===== src/rtl/lic_pkg.sv =====
package lic_pkg;
  typedef enum logic [1:0] {
    CFG_HIGH = 2'd0,
    CFG_LOW  = 2'd1,
    CFG_MASK = 2'd2,
    CFG_NONE = 2'd3
  } cfg_kind_e;

  typedef struct packed {
    logic statusWr;
    logic cfgWr;
  } lic_strobe_t;
endpackage


===== src/rtl/lic_datapath.sv =====
module lic_datapath
  import lic_pkg::*;
#(
  parameter int NUM_CH = 16,
  parameter int VAL_W  = 8,
  localparam int CH_W  = $clog2(NUM_CH)
) (
  input  logic              clk,
  input  logic              rstN,
  input  lic_strobe_t       stb,
  input  logic [CH_W-1:0]   measChan,
  input  logic [VAL_W-1:0]  measValue,
  input  logic [1:0]        cfgWrKind,
  input  logic [CH_W-1:0]   cfgWrChan,
  input  logic [VAL_W-1:0]  cfgWrData,
  output logic [NUM_CH-1:0] statusOut,
  output logic              anyUnmasked
);
  logic [NUM_CH-1:0] maskVec;

  for (genvar g = 0; g < NUM_CH; g++) begin : gCh
    logic [VAL_W-1:0] hiQ, loQ;
    logic             maskQ, statQ;
    logic             hitMe, cfgMe, outLim;

    assign hitMe  = stb.statusWr && (measChan == CH_W'(g));
    assign cfgMe  = stb.cfgWr && (cfgWrChan == CH_W'(g));
    assign outLim = (measValue > hiQ) || (measValue <= loQ);

    always_ff @(posedge clk) begin
      if (!rstN) begin
        hiQ   <= '0;
        loQ   <= '0;
        maskQ <= 1'b0;
        statQ <= 1'b0;
      end else begin
        if (cfgMe) begin
          case (cfg_kind_e'(cfgWrKind))
            CFG_HIGH: hiQ   <= cfgWrData;
            CFG_LOW:  loQ   <= cfgWrData;
            CFG_MASK: maskQ <= cfgWrData[0];
            default:  ;
          endcase
        end
        if (hitMe) statQ <= outLim;
      end
    end

    assign statusOut[g] = statQ;
    assign maskVec[g]   = maskQ;


    high_cmp_chk: assert property (@(posedge clk) disable iff (!rstN)
      (hitMe && measValue > hiQ) |=> statQ);

    low_cmp_chk: assert property (@(posedge clk) disable iff (!rstN)
      (hitMe && measValue <= loQ) |=> statQ);
  end

  assign anyUnmasked = |(statusOut & ~maskVec);


  status_hold_chk: assert property (@(posedge clk) disable iff (!rstN)
    !stb.statusWr |=> $stable(statusOut));

  one_bit_chk: assert property (@(posedge clk) disable iff (!rstN)
    stb.statusWr |=> ($countones(statusOut ^ $past(statusOut)) <= 1));
endmodule


===== src/rtl/lic_control.sv =====
module lic_control
  import lic_pkg::*;
#(
  parameter int REARM_COUNT = 2,
  localparam int CNT_W = $clog2(REARM_COUNT + 1)
) (
  input  logic        clk,
  input  logic        rstN,
  input  logic        measValid,
  input  logic        measLocal,
  input  logic        cfgWrEn,
  input  logic [1:0]  cfgWrKind,
  input  logic        intClr,
  input  logic        anyUnmasked,
  input  logic        fanIrq,
  input  logic        gpioIrq,
  output lic_strobe_t stb,
  output logic        intN
);
  logic             latchQ, blockedQ;
  logic [CNT_W-1:0] cntQ;
  logic             localTick;

  assign localTick    = measValid && measLocal;
  assign stb.statusWr = measValid;
  assign stb.cfgWr    = cfgWrEn && (cfg_kind_e'(cfgWrKind) != CFG_NONE);

  always_ff @(posedge clk) begin
    if (!rstN) begin
      latchQ   <= 1'b0;
      blockedQ <= 1'b0;
      cntQ     <= '0;
    end else if (intClr) begin
      latchQ   <= 1'b0;
      blockedQ <= 1'b1;
      cntQ     <= '0;
    end else begin
      if (anyUnmasked && !blockedQ) latchQ <= 1'b1;
      if (blockedQ && localTick) begin
        if (cntQ == CNT_W'(REARM_COUNT - 1)) begin
          blockedQ <= 1'b0;
          cntQ     <= '0;
        end else begin
          cntQ <= cntQ + 1'b1;
        end
      end
    end
  end

  assign intN = ~(latchQ | fanIrq | gpioIrq);


  clr_wins_chk: assert property (@(posedge clk) disable iff (!rstN)
    intClr |=> !latchQ);

  rearm_gate_chk: assert property (@(posedge clk) disable iff (!rstN)
    $rose(latchQ) |-> $past(!blockedQ));

  block_hold_chk: assert property (@(posedge clk) disable iff (!rstN)
    (blockedQ && !localTick && !intClr) |=> blockedQ);

  latch_hold_chk: assert property (@(posedge clk) disable iff (!rstN)
    (latchQ && !intClr) |=> latchQ);

  cnt_range_chk: assert property (@(posedge clk) disable iff (!rstN)
    cntQ < CNT_W'(REARM_COUNT));
endmodule


===== src/rtl/limit_irq_ctrl.sv =====
module limit_irq_ctrl
  import lic_pkg::*;
#(
  parameter int NUM_CH      = 16,
  parameter int VAL_W       = 8,
  parameter int REARM_COUNT = 2,
  localparam int CH_W       = $clog2(NUM_CH)
) (
  input  logic              clk,
  input  logic              rstN,
  input  logic              measValid,
  input  logic [CH_W-1:0]   measChan,
  input  logic [VAL_W-1:0]  measValue,
  input  logic              measLocal,
  input  logic              cfgWrEn,
  input  logic [1:0]        cfgWrKind,
  input  logic [CH_W-1:0]   cfgWrChan,
  input  logic [VAL_W-1:0]  cfgWrData,
  input  logic              intClr,
  input  logic              fanIrq,
  input  logic              gpioIrq,
  output logic [NUM_CH-1:0] statusOut,
  output logic              intN
);
  lic_strobe_t stb;
  logic        anyUnmasked;

  lic_control #(.REARM_COUNT(REARM_COUNT)) u_ctrl (
    .clk(clk), .rstN(rstN), .measValid(measValid), .measLocal(measLocal),
    .cfgWrEn(cfgWrEn), .cfgWrKind(cfgWrKind), .intClr(intClr),
    .anyUnmasked(anyUnmasked), .fanIrq(fanIrq), .gpioIrq(gpioIrq),
    .stb(stb), .intN(intN)
  );

  lic_datapath #(.NUM_CH(NUM_CH), .VAL_W(VAL_W)) u_dp (
    .clk(clk), .rstN(rstN), .stb(stb), .measChan(measChan),
    .measValue(measValue), .cfgWrKind(cfgWrKind), .cfgWrChan(cfgWrChan),
    .cfgWrData(cfgWrData), .statusOut(statusOut), .anyUnmasked(anyUnmasked)
  );
endmodule


===== config.mk =====
export PLATFORM = sky130hd
export DESIGN_NAME = limit_irq_ctrl
export DESIGN_NICKNAME = d
export VERILOG_FILES = /design/src/rtl/lic_pkg.sv /design/src/rtl/lic_datapath.sv /design/src/rtl/lic_control.sv /design/src/rtl/limit_irq_ctrl.sv
export SDC_FILE = /design/constraint.sdc
export NUM_CORES = 1
export LEC_CHECK = 0
export BUFFER_PORTS_ARGS = -buffer_cell sky130_fd_sc_hd__buf_2
export CORE_ASPECT_RATIO = 1.1
export CORE_MARGIN = 2
export CORE_UTILIZATION = 35
export DETAILED_ROUTE_END_ITERATION = 10
export GPL_ROUTABILITY_DRIVEN = 0
export HOLD_SLACK_MARGIN = 0.02
export PLACE_DENSITY = 0.59
export SYNTH_ARGS = -nofsm -noshare
export SYNTH_HDL_FRONTEND = slang
export SYNTH_HIERARCHICAL = 1
export SYNTH_SLANG_ARGS = --single-unit
export TNS_END_PERCENT = 100

===== constraint.sdc =====
create_clock -name clk -period 4.2 [get_ports clk]
set_input_delay 0.21 -clock clk [delete_from_list [all_inputs] [get_ports clk]]
set_output_delay 0.21 -clock clk [all_outputs]
set_load 0.03 [all_outputs]

# Yosys cells after proc, flatten, opt, wreduce, memory -nomap -nowiden
# Index checks and enable logic that the tools add are counted.
[word_totals]
reg_bits = 292
input_bits = 34
output_inout_bits = 17
wordCells = 253
[classes]
addsub = 1
magnitude_cmp = 32
eq_ne = 34
n_mux = 4
bitwise_logic = 6
n_reduce_logical = 109
[op_table]
columns = ["cell", "n"]
rows = [
  ["> comparator 8 bit", 16],
  ["less-or-equal comparator 8 bit", 16],
  ["AND reduction 2 bit", 49],
  ["== test 4 bit (second input constant)", 16],
  ["logical AND 1 bit", 36],
  ["== test 4 x 3 -> 1 bit (second input constant)", 8],
  ["bitwise AND 16 bit", 1],
  ["== test 4 x 2 -> 1 bit (second input constant)", 4],
  ["logical OR 1 bit", 16],
  ["inverter 16 bit", 1],
  ["OR reduction 16 bit", 1],
  ["== test 4 x 1 -> 1 bit (second input constant)", 2],
  ["zero test 4 bit", 2],
  ["== test 2 x 1 -> 1 bit (second input constant)", 2],
  ["nonzero test 2 bit", 2],
  ["two-way mux 1 bit", 3],
  ["adder 2 x 1 -> 2 bit (second input constant)", 1],
  ["== test 2 bit (second input constant)", 1],
  ["zero test 2 bit", 1],
  ["two-way mux 2 bit", 1],
  ["!= test 2 bit (second input constant)", 1],
  ["inverter 1 bit", 2],
  ["bitwise OR 1 bit", 2],
  ["OR reduction 2 bit", 1],
  ["zero test 1 bit", 1],
]

# Logic depth before layout (Yosys ltp)
# Gate-level depths: netlist of run 1.
[depth]
depth_word = 4
mapped_depth = 8

# Modules after synthesis
# The synthesis of run 1 kept the hierarchy.
[by_module_without_submodules]
columns = ["mod", "n_inst", "cells_per_inst", "area_per_inst_um2", "seq_area_each_um2"]
rows = [
  ["lic_datapath", 1, 2194, 17894.7, 5765.5],
  ["lic_control", 1, 20, 186.4, 80.1],
]

# Least setup slack after synthesis of run 1
# No wires, ideal clock.
[synth_path]
path_type = "input to register"
start = "input measValue[0]"
end = "register u_dp.gCh[1].statQ"
setup_ps = 120
arrival_time_ps = 1695
slack_ps = 2385
stages = 7
path_buffers = 0
cell_sequence = "inv_1 ha_1 nor2b_1 o21a_1 o21ai_0 a211oi_1 a211o_1"
[synth_between]
elab_chain_len = 2
word_cells_on_any_way = 3
[synth_rtl]
columns = ["item", "line_no", "source"]
rows = [
  ["start, declared", "limit_irq_ctrl.sv:13", "input logic [VAL_W-1:0] measValue,"],
  ["> comparator 8 bit / less-or-equal comparator 8 bit (equally long branches)", "lic_datapath.sv:28", "assign outLim = (measValue > hiQ) || (measValue <= loQ);"],
  ["logical OR 1 bit (*)", "lic_datapath.sv:28", ""],
  ["end signal, assigned", "lic_datapath.sv:45", "if (hitMe) statQ <= outLim;"],
  ["end, declared", "lic_datapath.sv:23", "logic maskQ, statQ;"],
]
# Every way passes the cells marked *; elsewhere a longest branch is shown, timed or not.
# A chain may end at the register's enable or synchronous reset.

==> results.yml, run 1 <==
floorplanning:
  fp.dieW_microns: 221
  start_util_pct: 35.3
  dieHeight_microns: 242
  core.rowCount: 87
  core_area_sq_um: 51200
  io_pins: 51
  die-area_sq_um: 53500
logic_synthesis:
  ys_top_cells_by_area: "dfxtp_1, ha_1, a21boi_0"
  syn-instance-count: 2214
  flop_and_latch_count_out_of_synthesis: 292
  ys_dominant_reg_cell: "dfxtp_1"
  netlist.top_cell.by_area: "dfxtp_1"
  post_synth_mux_area_share_pct: 2.33
  yosys.area_share.simple_pct: 16.5
  ys_warn_count: 6
  synth_area_sq_um: 18100
  synth_fa_ha_area_share_pct: 17.7
  ys_async_sr_fraction_pct: 0
  yosys.cell_count.top_type: "dfxtp_1"
  synth.top_cells.by_count: "dfxtp_1, nand2_1, ha_1"
  yosys.area.top_type_share_pct: 32.3
  proportion_of_synthesized_chip_area_in_sequential_cells_pct: 32.3
  synth.net_count: 2504
  synthXorXnorAreaFrac_pct: 0
  postSynthAreaPerCell_sq_um: 8.17
  synth-edff-count: 0
  yosysUniqueCellTypes: 47
  compound_gate_portion_of_the_synthesized_area_pct: 22.6
  synth_top_family_by_area: "compound AO/OA/AOI/OAI gates"
power_and_ir_drop:
  leakage_nw: 6.93
  share_clk_of_total_power_pct: 46.8
  p_int_mw: 4.96
  power.sequential.fraction_pct: 42.0
  switching_share_pct: 25.7
  power-per-cell-area_nw_per_um2: 333
  share_of_total_power_in_combinational_logic_pct: 11.1
  totalPowerFinal_mw: 6.67
  vdd.ir_drop.worst_uv: 248
  p_switching_mw: 1.71
placed_design:
  port_buffers: 50
  place.detailed.hpwl_mm: 32.9
global_route:
  first_global_vias: 15200
  grt_first_pass_wirelength_mm: 81.3
  maximum_number_of_pins_on_one_net_before_global_route_repair: 124
  gr_util_met2_pct: 33.0
  grt_antenna_before_repair: 0
  global_route.peak_usage_layer: "met2"
  global_route.usage.met3_pct: 3.04
  globalRouteOverflowTotal: 0
  grtUsageMet1_pct: 24.7
  track_usage_pct: 19.4
cells_and_area:
  nNetsFinal: 2492
  drive_above_1_share_pct: 7.06
  area_growth_pct: 10.7
timing:
  timing.final.max_slew_violations: 0
  timing_worst_slew_pin_value_ns: 1.19
  finalClockSkew_ns: 0.0136
  tns_ns: 0
  fmax_mhz: 433
  rsz0062_at_grt: "false"
  slew_headroom_pct: 20.4
  report.final.setup_viol: 0
  timing.final.crit_period_ns: 2.31
  count_of_endpoints_failing_hold_in_the_final_timing_report: 0
  finalHoldWorstSlack_ns: 0.0310
  period_utilisation_layout_pct: 55.0
worst_setup_path:
  crit_type: "in2reg"
  cp_launch_type: "input port"
  crit_path_cell_trace: "buf_2, a21boi_0, and3b_1, nand3_1, nor2_2, mux2i_1, nor2b_1"
  critPathTopFamily: "simple AND/OR/NAND/NOR gates"
  worstPathBufferInverterCount: 1
  critical_path_arrival_ns: 2.74
  critical_path.max_stage_delay_ns: 0.66
  critPathCaptureType: "register"
  critical_path.slowest_cell: "a21boi_0"
  cp.required_ns: 4.63
  crit_path_max_fanout: 18
routing:
  drtPass1Iterations: 6
  drc: 0
  via_count: 15500
  routed_via_density: 5.35
  route.antenna.remaining_nets: 0
  detailedRoute.firstIterationViolations: 1088
  wl_per_cell_microns: 18.0
  drt_wl_total_mm: 52.2
clocking:
  insertion_delay_ns: 0.54
  numClockSinks: 292
  clk_transition_reported_paths_ns: 0.05
  cts_tree: "done"
  clock-root-buffer: "clkbuf_16"
  cts-htree-levels: 2
  numCtsBuffers: 36
  cts-root-to-sink-buffers: 3
status:
  status: "completed"
min_path:
  min_path_type: "in2reg"
flow_run:
  maxCapViolCount: 0
==> cells by family after synthesis <==
kind of cell / after synthesis
AOI/OAI and AO/OA: 636
DFF: 292
and+or+nand+nor: 609
muxes: 42
buffers and inverters: 379
adders and majority gates: 256
==> path summary, 6_finish.rpt <==
check	from	endpoint	slack [ns]	cells past startpoint
setup / recovery	cfgWrKind[1]	u_dp/gCh[7].loQ[0]	1.89	7
hold / removal	measValid	u_ctrl/cntQ[0]	0.03	3
setup reg to reg	u_dp/gCh[15].statQ	u_ctrl/latchQ	2.53	6
hold reg to reg	u_ctrl/latchQ	u_ctrl/latchQ	0.45	2
==> power by group through the flow <==
stage	Sequential, mW	Combinational [mW]	Clock [mW]
finish	2.80	0.743	3.13
global route	2.80	0.822	3.30
CTS	2.80	0.741	3.20
detailed placement	2.86	0.737	0
global placement	2.86	0.709	0
floorplan	2.86	0.469	0
==> layout by cell type, fill, tap and decap left out, types with 15 or more instances in the layout <==
cell,count
a21boi_1,83
ha_1,256
buf_2,49
a21oi_1,93
nor2_1,31
a21boi_0,149
nand4_1,63
nand2_1,276
a211o_1,15
o211ai_1,22
a21o_1,31
nor2b_1,72
dfxtp_1,292
o21ai_0,189
nand3_1,107
nor2_2,18
inv_1,249
clkbuf_16,37
buf_4,25
mux2i_1,42
==> repair_timing <==
item | in CTS | in global routing
hold buffers | 3 | 0
gates resized for setup | 0 | 0
setup buffers | 0 | 0
hold endpoints to repair | 4 | 0
==> final cells by class <==
class / instances / area, sq um
Timing Repair Buffer: 79 / 494
Tap cell: 667 / 835
Antenna cell: 1 / 2.50
Sequential cell: 292 / 5850
Fill cell: 5226 / 31100
Clock buffer: 56 / 1110
Inverter: 250 / 938
Multi-Input combinational cell: 1543 / 10700
Clock inverter: 3 / 65.1
==> registers in the layout, summed over array words and instances, names as in the netlist <==
signal,cells
u_ctrl/cntQ,2
u_dp/gCh.statQ,16
u_ctrl/latchQ,1
u_dp/gCh.hiQ,128
u_dp/gCh.maskQ,16
u_dp/gCh.loQ,128
u_ctrl/blockedQ,1
==> through the flow <==
stage | utilization [%] | worst slack, ns | instance area, sq um | instances
floorplan | - | 2.38 | 18100 | 2214
global placement | 36.8 | 1.53 | 18800 | 2828
detailed placement | 36.8 | 1.41 | 18800 | 2828
CTS | 39.1 | 1.99 | 20000 | 2890
global route | 39.1 | 1.74 | 20000 | 2890
finish | 39.1 | 1.89 | 20000 | 2891
==> tightest hold or removal path: stages <==
cell and delay [ns]:
buf_2 0.13, nand3_1 0.10, mux2i_1 0.07
==> per-layer routing <==
layer  wire [microns]  vias up
li1                 -     7630
met1            23400     7380
met2            24300      380
met3             2940       88
met4             1490        0
met5                0        -
Power figures use the tool's default switching activity.
==> inputs of run 2 (changes only) <==
- PLACE_DENSITY: 0.59 -> 0.61
- clock period: 4.2 -> 2.08 ns (I/O delays scaled with it)
==> run 2 against run 1 <==
Net effect: combinational power is 120% higher; cell area rose by 4.1%; die area unchanged; largest cell class unchanged; global-route usage rose by 0.33 points; core utilization up 1.6 points; sequential power is 100% higher; critical path depth did not move; clock power increased by 95%; clock skew is 0.0036 ns lower; non-clock buffer count up 75.
==> results.yml, run 2 (same netlist as run 1, synthesis figures left out) <==
routing:
  route.antenna.remaining_nets: 0
  via_count: 15700
  detailedRoute.firstIterationViolations: 995
  drt_wl_total_mm: 53.5
  drc: 0
  drtPass1Iterations: 5
  wl_per_cell_microns: 18.0
  routed_via_density: 5.31
power_and_ir_drop:
  p_switching_mw: 3.51
  power.sequential.fraction_pct: 42.2
  vdd.ir_drop.worst_uv: 566
  p_int_mw: 9.90
  switching_share_pct: 26.2
  leakage_nw: 7.39
  share_clk_of_total_power_pct: 45.5
  share_of_total_power_in_combinational_logic_pct: 12.3
  power-per-cell-area_nw_per_um2: 644
cells_and_area:
  insertedDiodeCount: 0
  top_regs: "u_dp/gCh.hiQ x128, u_dp/gCh.loQ x128"
  area_growth_pct: 15.2
  layout.cells.most_common_list: "dfxtp_1, nand2_1, ha_1"
  nNetsFinal: 2567
  layout_commonest_cell: "dfxtp_1"
  drive_above_1_share_pct: 10.1
clocking:
  post_cts_hold_buffer_count: 8
  numClockSinks: 292
  cts_tree: "done"
  cts-root-to-sink-buffers: 3
  cts.repair_timing.setup_buffer_count: 0
  clock-root-buffer: "clkbuf_16"
  numCtsBuffers: 36
  clk_transition_reported_paths_ns: 0.06
  cts_resized: 0
  insertion_delay_ns: 0.53
  cts-htree-levels: 2
floorplanning:
  start_util_pct: 35.3
  fp.dieW_microns: 221
  io_pins: 51
  core_area_sq_um: 51200
  die-area_sq_um: 53500
  core.rowCount: 87
  dieHeight_microns: 242
min_path:
  whs_path_depth: 3
  holdPathEnd: "u_dp/gCh[6].hiQ[5]"
  min_path_type: "in2reg"
  hold_path_startpoint: "cfgWrData[5]"
placed_design:
  port_buffers: 50
  place.detailed.hpwl_mm: 34.7
timing:
  report.final.setup_viol: 0
  timing.final.crit_period_ns: 1.89
  count_of_endpoints_failing_hold_in_the_final_timing_report: 0
  period_utilisation_layout_pct: 90.7
  timing.final.max_slew_violations: 0
  rsz0062_at_grt: "false"
  finalHoldWorstSlack_ns: 0.0497
  slew_headroom_pct: 60.2
  timing_worst_slew_pin_value_ns: 0.597
  fmax_mhz: 530
  finalClockSkew_ns: 0.0101
  tns_ns: 0
worst_setup_path:
  critPathCaptureType: "register"
  cp_launch_type: "input port"
  cp.required_ns: 2.49
  critical_path_arrival_ns: 2.30
  r2r-end: "u_dp/gCh[1].statQ"
  ff2ff_path_depth: 6
  r2r_setup_slack_ns: 0.43
  rr_startpoint: "u_dp/gCh[1].loQ[5]"
  crit_path_max_fanout: 9
  crit_type: "in2reg"
global_route:
  first_global_vias: 15500
  grt_antenna_before_repair: 0
  grt_first_pass_wirelength_mm: 83.5
  maximum_number_of_pins_on_one_net_before_global_route_repair: 67
  track_usage_pct: 19.7
  globalRouteOverflowTotal: 0
status:
  status: "completed"
flow_run:
  maxCapViolCount: 0
run 2: how the worst max path moves through the flow:
stage,depth (start not counted),from,endpoint
floorplan,7,measValue[0],u_dp/gCh[1].statQ
global placement,10,cfgWrKind[1],u_dp/gCh[2].hiQ[7]
detailed placement,10,cfgWrKind[0],u_dp/gCh[2].hiQ[5]
CTS,7,cfgWrChan[1],u_dp/gCh[14].hiQ[0]
global route,7,cfgWrChan[1],u_dp/gCh[10].loQ[0]
finish,7,cfgWrChan[1],u_dp/gCh[14].hiQ[0]
run 2: final cells by class:
type,instances,area [sq um]
fillers,5129,30300
well taps,667,835
inverters,250,938
multi-input cells,1543,10700
clock buffers,50,1050
repair buffers,154,1350
flip-flops and latches,292,5850
clock inverters,11,82.6
run 2: critical path, stage by stage:
cell           delay, ns
dlygate4sd3_1       0.57
buf_2               0.22
nor2b_1             0.43
nand2_1             0.33
nor2_2              0.36
mux2i_1             0.22
nor2b_1             0.06
run 2: stage by stage:
stage / total power, mW / util [%] / cells / instance area [sq um] / setup WS (ns)
final: 13.4 / 40.7 / 2967 / 20800 / 0.194
after global routing: 13.9 / 40.7 / 2967 / 20800 / 0.0578
after CTS: 13.5 / 40.7 / 2967 / 20800 / 0.233
after detailed placement: 7.40 / 38.3 / 2898 / 19600 / 0.0817
after global placement: 7.34 / 38.3 / 2898 / 19600 / 0.0924
after floorplan: 6.72 / - / 2214 / 18100 / 0.371
run 2: layer usage:
metal / vias to the layer above / GRT usage, % / share of wire (%)
met5: - / 0 / 0
met4: 0 / 5.76 / 2.5
met3: 87 / 2.90 / 4.9
met2: 341 / 32.8 / 46
met1: 7535 / 26.2 / 47
li1: 7780 / - / -
run 2: power by group through the flow:
stage / sequential (mW) / combinational (mW) / clock (mW)
floorplan: 5.77 / 0.947 / 0
global placement: 5.78 / 1.56 / 0
detailed placement: 5.78 / 1.62 / 0
CTS: 5.66 / 1.63 / 6.21
global route: 5.66 / 1.80 / 6.45
finish: 5.66 / 1.65 / 6.10
==> inputs of run 3 (changes only) <==
- GPL_ROUTABILITY_DRIVEN: 0 -> unset
- SETUP_SLACK_MARGIN: unset -> 0.4
==> run 3 against run 2 <==
Net effect: core utilization down 0.15 points; register-to-register slack better by 0.06 ns; via count down 0.68%; critical endpoint is now u_dp/gCh[1].statQ; highest routed layer unchanged.
==> results.yml, run 3 (same netlist as run 1, synthesis figures left out) <==
floorplanning:
  start_util_pct: 35.3
  dieHeight_microns: 242
  die-area_sq_um: 53500
  core_area_sq_um: 51200
  fp.dieW_microns: 221
  io_pins: 51
  core.rowCount: 87
timing:
  finalClockSkew_ns: 0.00803
  timing.final.max_slew_violations: 0
  period_utilisation_layout_pct: 76.5
  rsz0062_at_grt: "false"
  timing_worst_slew_pin_value_ns: 0.652
  tns_ns: 0
  timing.final.crit_period_ns: 1.59
  fmax_mhz: 628
  count_of_endpoints_failing_hold_in_the_final_timing_report: 0
  report.final.setup_viol: 0
  finalHoldWorstSlack_ns: 0.0576
  slew_headroom_pct: 56.5
placed_design:
  gp_congestion: 0.844
  port_buffers: 50
  placed_cells: 2889
  post_dp_cell_area_sq_um: 19600
  place.detailed.hpwl_mm: 34.3
power_and_ir_drop:
  p_int_mw: 9.73
  power.sequential.fraction_pct: 42.9
  leakage_nw: 7.34
  vdd.ir_drop.worst_uv: 471
  power-per-cell-area_nw_per_um2: 636
  share_clk_of_total_power_pct: 44.7
  p_switching_mw: 3.47
  switching_share_pct: 26.3
  share_of_total_power_in_combinational_logic_pct: 12.3
worst_setup_path:
  crit_path_cell_trace: "inv_1, ha_1, a21o_1, a21o_1, a2111oi_4, a211o_1"
  ff2ff_path_depth: 6
  r2r-end: "u_dp/gCh[1].statQ"
  timing.critical_path.mode_cell: "a21o_1"
  critPathCaptureType: "register"
  critical_path_arrival_ns: 2.05
  crit_path_max_fanout: 2
  critical_path.max_stage_delay_ns: 0.34
  crit_type: "reg2reg"
  critical_path.slowest_cell: "dfxtp_1"
  rr_startpoint: "u_dp/gCh[1].loQ[5]"
  cp_launch_type: "register"
  cp.required_ns: 2.54
  r2r_setup_slack_ns: 0.49
global_route:
  grt_antenna_before_repair: 1
  maximum_number_of_pins_on_one_net_before_global_route_repair: 80
  first_global_vias: 15800
  grt_first_pass_wirelength_mm: 83.4
  track_usage_pct: 19.6
  globalRouteOverflowTotal: 0
cells_and_area:
  nNetsFinal: 2554
  drive_above_1_share_pct: 9.78
  postLayoutCoreUtil_pct: 40.6
  area_growth_pct: 14.8
  n_fill_cell: 5108
  final_design_area_no_fill_sq_um: 20700
  insertedDiodeCount: 0
  number_of_standard_cells_in_the_layout_taps_in_and_fillers_out: 2957
  layout.cells.most_common_list: "dfxtp_1, nand2_1, ha_1"
  layout_commonest_cell: "dfxtp_1"
  top_regs: "u_dp/gCh.hiQ x128, u_dp/gCh.loQ x128"
min_path:
  hold_path_startpoint: "cfgWrChan[0]"
  min_path_type: "in2reg"
  whs_path_depth: 4
  holdPathEnd: "u_dp/gCh[0].loQ[5]"
routing:
  via_count: 15600
  drc: 0
  routed_via_density: 5.29
  detailedRoute.firstIterationViolations: 904
  wl_per_cell_microns: 17.7
  route.antenna.remaining_nets: 0
  drt_wl_total_mm: 52.4
  drtPass1Iterations: 5
status:
  status: "completed"
clocking:
  insertion_delay_ns: 0.52
  numCtsBuffers: 34
  cts-htree-levels: 2
  clock-root-buffer: "clkbuf_16"
  numClockSinks: 292
  clk_transition_reported_paths_ns: 0.06
  cts-root-to-sink-buffers: 3
  cts_tree: "done"
flow_run:
  maxCapViolCount: 0
==> run 3: cell types whose count changed in the layout (fill, tap and decap cells not counted), sizes merged <==
cell	delta
buf	-9
clkinv	+3
dlygate4sd3	-2
bufinv	-1
inv	-1
==> run 3: worst max-delay path by stage <==
stage | slack, ns | end | startpoint
finish | 0.49 | u_dp/gCh[1].statQ | u_dp/gCh[1].loQ[5]
global route | 0.40 | u_dp/gCh[1].statQ | u_dp/gCh[1].loQ[5]
CTS | 0.41 | u_dp/gCh[1].statQ | u_dp/gCh[1].loQ[5]
detailed placement | 0.07 | u_dp/gCh[0].loQ[1] | cfgWrKind[1]
global placement | 0.10 | u_dp/gCh[0].loQ[7] | cfgWrKind[1]
floorplan | 0.43 | u_dp/gCh[3].hiQ[0] | cfgWrEn
==> run 3: timing repair <==
item | CTS | global route
hold buffers | 6 | 0
buffers inserted | 0 | 0
endpoints found under the setup margin | 0 | 2
endpoints found under the hold margin | 9 | 0
gates resized for setup | 0 | 8
==> run 3: area by class of cell <==
class | count | area (sq um) | share of cell area (%)
multi-input cells | 1543 | 10700 | 51.8
flip-flops and latches | 292 | 5850 | 28.2
well taps | 667 | 835 | 4.02
inverters | 250 | 942 | 4.54
clock inverters | 12 | 60.1 | 0.289
clock buffers | 50 | 1040 | 5.04
repair buffers | 143 | 1280 | 6.16
==> run 3: critical path: cells and delay by family (launching register included) <==
kind	cells	cell delay (ns)
AO/OA/AOI/OAI	4	0.85
buffers and inverters	1	0.05
adder cells (fa/ha/maj)	1	0.28
flip-flops	1	0.34
==> run 3: metrics by stage <==
stage | setup WS (ns) | power (mW)
3_5_place_dp | 0.0724 | 7.38
3_3_place_gp | 0.103 | 7.33
2_1_floorplan | 0.427 | 6.72
4_1_cts | 0.412 | 13.3
5_1_grt | 0.404 | 13.7
6_report | 0.488 | 13.2
==> run 3: layer usage <==
layer / wire length (microns) / track usage, %
met5: 0 / 0
met4: 1640 / 6.69
met3: 2460 / 3.23
met2: 24100 / 33.1
met1: 24200 / 25.1
==> run 3: power groups by stage <==
stage / logic, mW / clock network (mW) / registers, mW
4_1_cts: 1.61 / 6.04 / 5.66
2_1_floorplan: 0.947 / 0 / 5.77
5_1_grt: 1.79 / 6.27 / 5.67
3_5_place_dp: 1.60 / 0 / 5.79
6_report: 1.63 / 5.91 / 5.66
3_3_place_gp: 1.54 / 0 / 5.79
